**config.mk**
```make
export PLATFORM = sky130hd
export DESIGN_NAME = switch_settle
export DESIGN_NICKNAME = d
export VERILOG_FILES = /design/src/rtl/settle_pkg.sv /design/src/rtl/sw_input_stage.sv /design/src/rtl/settle_tick_gen.sv /design/src/rtl/settle_timer.sv /design/src/rtl/switch_settle.sv
export SDC_FILE = /design/constraint.sdc
export NUM_CORES = 1
export LEC_CHECK = 0
export BUFFER_PORTS_ARGS = -buffer_cell sky130_fd_sc_hd__buf_4
export CAP_MARGIN = 20
export CORE_UTILIZATION = 52
export CTS_CLUSTER_SIZE = 12
export DETAILED_ROUTE_END_ITERATION = 8
export PLACE_DENSITY = 0.72
export SLEW_MARGIN = 0
export SYNTH_ARGS = -nofsm -noshare
export SYNTH_HDL_FRONTEND = slang
export SYNTH_SLANG_ARGS = --single-unit
```
**constraint.sdc**
```tcl
create_clock -name clk -period 1.8 [get_ports clk]
set_input_delay 0.27 -clock clk [delete_from_list [all_inputs] [get_ports clk]]
set_output_delay 0.27 -clock clk [all_outputs]
set_load 0.05 [all_outputs]
```
**src/rtl/settle_pkg.sv**
```systemverilog
package settle_pkg;
    typedef enum logic [1:0] {
        ST_IDLE    = 2'd0,
        ST_SETTLE  = 2'd1,
        ST_HELD    = 2'd2,
        ST_RELEASE = 2'd3
    } settle_state_e;
endpackage

```
**src/rtl/sw_input_stage.sv**
```systemverilog
module sw_input_stage #(
    parameter int STAGES = 2
) (
    input  logic clk,
    input  logic rst_n,
    input  logic raw_n,
    output logic sync_n,
    output logic fall
);
    logic [STAGES-1:0] chain_q;
    logic              prev_q;

    generate
        if (STAGES == 1) begin : g_single
            always_ff @(posedge clk or negedge rst_n) begin
                if (!rst_n) chain_q <= '1;
                else        chain_q <= raw_n;
            end
        end else begin : g_chain
            always_ff @(posedge clk or negedge rst_n) begin
                if (!rst_n) chain_q <= '1;
                else        chain_q <= {chain_q[STAGES-2:0], raw_n};
            end
        end
    endgenerate

    assign sync_n = chain_q[STAGES-1];

    always_ff @(posedge clk or negedge rst_n) begin
        if (!rst_n) prev_q <= 1'b1;
        else        prev_q <= sync_n;
    end

    assign fall = prev_q & ~sync_n;
endmodule

```
**src/rtl/settle_tick_gen.sv**
```systemverilog
module settle_tick_gen #(
    parameter int DIV = 1
) (
    input  logic clk,
    input  logic rst_n,
    input  logic clear,
    input  logic en,
    output logic tick
);
    localparam int            PW   = (DIV > 1) ? $clog2(DIV) : 1;
    localparam logic [PW-1:0] LAST = PW'(DIV - 1);

    logic [PW-1:0] pre_q;

    assign tick = en && (pre_q == LAST);

    always_ff @(posedge clk or negedge rst_n) begin
        if (!rst_n)              pre_q <= '0;
        else if (clear || tick)  pre_q <= '0;
        else if (en)             pre_q <= pre_q + 1'b1;
    end
endmodule

```
**src/rtl/settle_timer.sv**
```systemverilog
module settle_timer #(
    parameter int DELAY_TICKS = 10000,
    parameter int TICK_DIV    = 1
) (
    input  logic clk,
    input  logic rst_n,
    input  logic start,
    output logic done
);
    localparam int            CW       = (DELAY_TICKS > 1) ? $clog2(DELAY_TICKS) : 1;
    localparam logic [CW-1:0] LAST_CNT = CW'(DELAY_TICKS - 1);

    logic          run_q;
    logic [CW-1:0] cnt_q;
    logic          tick;

    settle_tick_gen #(.DIV(TICK_DIV)) u_tick (
        .clk   (clk),
        .rst_n (rst_n),
        .clear (start),
        .en    (run_q),
        .tick  (tick)
    );

    assign done = tick && (cnt_q == LAST_CNT);

    always_ff @(posedge clk or negedge rst_n) begin
        if (!rst_n) begin
            run_q <= 1'b0;
            cnt_q <= '0;
        end else if (start) begin
            run_q <= 1'b1;
            cnt_q <= '0;
        end else if (done) begin
            run_q <= 1'b0;
            cnt_q <= '0;
        end else if (tick) begin
            cnt_q <= cnt_q + 1'b1;
        end
    end
endmodule

```
**src/rtl/switch_settle.sv**
```systemverilog
module switch_settle
    import settle_pkg::*;
#(
    parameter int DELAY_TICKS = 10000,
    parameter int TICK_DIV    = 1,
    parameter int SYNC_STAGES = 2
) (
    input  logic clk,
    input  logic rst_n,
    input  logic sw_raw_n,
    output logic press_pulse,
    output logic pressed_lvl
);
    settle_state_e state_q, state_d;
    logic          sync_n;
    logic          fall;
    logic          tmr_start;
    logic          tmr_done;

    sw_input_stage #(.STAGES(SYNC_STAGES)) u_in (
        .clk    (clk),
        .rst_n  (rst_n),
        .raw_n  (sw_raw_n),
        .sync_n (sync_n),
        .fall   (fall)
    );

    settle_timer #(.DELAY_TICKS(DELAY_TICKS), .TICK_DIV(TICK_DIV)) u_tmr (
        .clk   (clk),
        .rst_n (rst_n),
        .start (tmr_start),
        .done  (tmr_done)
    );

    // State register
    always_ff @(posedge clk or negedge rst_n) begin
        if (!rst_n) state_q <= ST_IDLE;
        else        state_q <= state_d;
    end

    // Next state and timer launch
    always_comb begin
        state_d   = state_q;
        tmr_start = 1'b0;
        unique case (state_q)
            ST_IDLE: begin
                if (fall) begin
                    state_d   = ST_SETTLE;
                    tmr_start = 1'b1;
                end
            end
            ST_SETTLE: begin
                if (tmr_done) state_d = sync_n ? ST_IDLE : ST_HELD;
            end
            ST_HELD: begin
                if (sync_n) begin
                    state_d   = ST_RELEASE;
                    tmr_start = 1'b1;
                end
            end
            ST_RELEASE: begin
                if (tmr_done) state_d = sync_n ? ST_IDLE : ST_HELD;
            end
        endcase
    end

    // Registered outputs
    always_ff @(posedge clk or negedge rst_n) begin
        if (!rst_n) begin
            press_pulse <= 1'b0;
            pressed_lvl <= 1'b0;
        end else begin
            press_pulse <= (state_q == ST_SETTLE) && (state_d == ST_HELD);
            pressed_lvl <= (state_d == ST_HELD) || (state_d == ST_RELEASE);
        end
    end
endmodule

```
==> results.cfg <==
[routing]
routed.top_layer = met4
dr.pass1.iters = 4
dr_wl_met3_um = 126
post_drt_wl_per_cell_um = 15.96
drt_wl_total_um = 2410
met2_length_um = 1236
ant_nets = 0
drtIter0Drc = 24
drc = 0
via_per_inst = 6.311
vias = 953
wl_met1_um = 1027

[synth]
yosys_most_used_dff = dfrtp_1
syn_avg_cell_area_um2 = 10.14
synthCells = 106
synthXorXnorAreaFrac_pct = 0.8149
yosysTopAreaCellShare_pct = 44.24
synthMostInstantiatedCell = dfrtp_1
synth-simple-area-share_pct = 23.86
synth_area_leaders = dfrtp_1, dfstp_2, a21oi_1, o31ai_1, or4_1
synth_fp_nets = 110
synthArstFlopShare_pct = 100.0
synth_top_area_cell = dfrtp_1
synth_common_cells = dfrtp_1, a21oi_1, o31ai_1, or4_1, nand2_1
synth_edf_count = 0
synth_warnings = 0
synth.distinct_cells = 31
synth_top_family_by_area = simple AND/OR/NAND/NOR gates
synth_compound_area_share_pct = 18.39
ys_ff_latch = 22
yosysSeqAreaShare_pct = 51.57
synthMuxAreaShare_pct = 0.9313
synth_fa_ha_area_share_pct = 1.164
syn_area_um2 = 1075

[clock_network]
root_buffer = clkbuf_4
cts_sinks = 22
htreeDepth = 1
clkSlewWorstSetupHoldPaths_ns = 0.12
tritoncts = yes
cts_buffer_depth = 2
cts_inserted_buffers = 3
clk_latency_ns = 0.31
post_cts_buffers = 0

[global_route]
antenna_found_initial = 0
track_usage_pct = 23.79
overflow = 0
grt_pass1_vias = 890
grt_max_degree = 23
grt_pass1_wl_um = 3726

[setup_path]
crit_buf_inv = 0
crit_path_end_kind = flop
cp_cell_sequence = or3b_4 > and3_4 > or4_1 > a21oi_1
worst_setup_path_start_kind = flop
reg2reg_from = u_in.prev_q
r2r_slack_ns = 0.0009
critPathKind = reg2reg
r2r_cells = 4
crit_cells = 4
cp_max_fo = 5
crit_arrival_ns = 2.04
cp_top_family = simple AND/OR/NAND/NOR gates
rr_endpoint = u_tmr.cnt_q[5]
required_ns = 2.04
slowest_delay_ns = 0.53
slowest_stage = dfstp_2

[sta]
worstMarginPinSlew_ns = 0.2904
max_slew_margin_pct = 80.37
setup_ws_ns = 0.0008664
final_max_slew_viol_count = 0
max_freq_ghz = 0.5558
finalHoldViolCount = 0
clock_skew_ns = 0.001813
setup_viol = 0
period_needed_ns = 1.799
finalCritPeriodShare_pct = 99.95
grt_setup_unrepaired = yes

[place]
io_buffers = 4
dpl_cell_area_um2 = 1195
dpl.hpwl_um = 1602
routabilityCongestion = 0.7339
dp_slack_ns = -0.05165

[die]
start_util_pct = 54.78
rows = 16
fp.dieH_um = 47.47
dieArea_um2 = 2253
die_w_um = 47.47
pin_count = 5
core_um2 = 1962

[power]
p_sw_share_pct = 31.98
p_leak_nw = 0.5161
peakVddDrop_mv = 0.6596
p_sw_uw = 375.8
seq_power_share_pct = 55.1
power.density_nw_per_um2 = 912.8
p_int_uw = 799.4
comb_power_share_pct = 21.4
clockPowerShare_pct = 23.5

[hold_path]
min_from = sw_raw_n
holdPathStages = 1
hp-class = in2reg
hold_end = u_in.chain_q[0]

[layout]
drive_above_1_share_pct = 28.23
fin_util_pct = 65.63
nNetsFinal = 129
areaGrowthSynthToFinish_pct = 19.79
num-fill-cells = 166
diodes = 0
fin_area_um2 = 1287

[status]
run_status = completed

[flow_run]
drv_cap = 0
-- flip-flops by register name, summed over array words and instances, names as in the netlist --
signal / cells
u_tmr.run_q: 1
state_q: 1
press_pulse: 1
u_in.chain_q: 2
pressed_lvl: 1
u_in.prev_q: 1
u_tmr.cnt_q: 14
u_tmr.u_tick.pre_q: 1
-- per-stage QoR --
step / power, mW / hold slack [ns] / setup TNS, ns / instances
after floorplan: 0.8060 / -0.02559 / -0.5826 / 106
after global placement: 0.8641 / 0.1673 / -0.005367 / 144
after detailed placement: 0.8886 / 0.1720 / -0.06807 / 144
after CTS: 1.168 / 0.04968 / 0 / 151
after global routing: 1.237 / 0.03812 / -0.08011 / 151
final: 1.175 / 0.05239 / 0 / 151
-- cell families after synthesis --
logic type               Yosys count
AND/OR/NAND/NOR                   41
adder cells (fa/ha/maj)            1
AO/OA/AOI/OAI                     33
flip-flops                        22
XOR/XNOR                           1
multiplexers                       1
buffers and inverters              7
-- routing by layer --
layer	vias up	GRT usage [%]
met3	4	2.264
met5	-	0
met1	468	31.31
met4	0	8.000
li1	446	-
met2	35	41.10
-- worst max path at each step --
stage           startpoint              end  slack [ns]
2_1_floorplan  pressed_lvl  u_tmr.cnt_q[13]        -0.1
4_1_cts        u_in.prev_q   u_tmr.cnt_q[6]       0.005
3_3_place_gp   u_in.prev_q  u_tmr.cnt_q[11]      -0.005
3_5_place_dp   u_in.prev_q  u_tmr.cnt_q[11]       -0.05
5_1_grt        u_in.prev_q   u_tmr.cnt_q[5]       -0.03
6_report       u_in.prev_q   u_tmr.cnt_q[5]      0.0009
-- placed cells by master, fill, tap and decap left out, types with 2 or more instances in the layout --
master / synthesis / layout
o21ai_0: 5 / 5
nand2_1: 7 / 7
nand4_1: 3 / 3
nor2_1: 2 / 2
and4_1: 2 / 2
or4_1: 9 / 6
a21oi_2: 0 / 3
clkbuf_4: 0 / 3
and3_1: 2 / 2
a21oi_1: 15 / 12
buf_4: 0 / 14
dfrtp_2: 0 / 3
and3_4: 1 / 2
o31ai_1: 9 / 9
nor3b_1: 2 / 2
nand2b_1: 2 / 2
dfrtp_1: 19 / 16
inv_1: 4 / 4
nand3_1: 5 / 5
nor3_1: 2 / 2
dfstp_2: 3 / 3
or4_4: 0 / 3
-- layout make-up --
| type | instances | area (µm²) | area share, % |
|---|---|---|---|
| Inverter | 4 | 15.01 | 1.166 |
| Tap cell | 27 | 33.78 | 2.624 |
| Timing Repair Buffer | 15 | 115.1 | 8.941 |
| Multi-Input combinational cell | 79 | 529.3 | 41.11 |
| Clock buffer | 4 | 36.28 | 2.818 |
| Sequential cell | 22 | 558.0 | 43.34 |
-- power by group through the flow --
stage                     Sequential (mW)  Combinational [mW]  Clock [mW]
after global placement              0.650               0.214           0
after global routing                0.664               0.280       0.292
after floorplan                     0.630               0.176           0
after CTS                           0.643               0.249       0.276
after detailed placement            0.651               0.237           0
final                               0.648               0.252       0.276
-- repair_timing --
item,in CTS,in global routing
hold endpoints to repair,19,0
pin swaps,4,3
hold buffers,1,0
setup endpoints to repair,5,7
gates cloned,2,0
resized for setup,1,9
No activity file was read; power rests on OpenSTA's default activity.
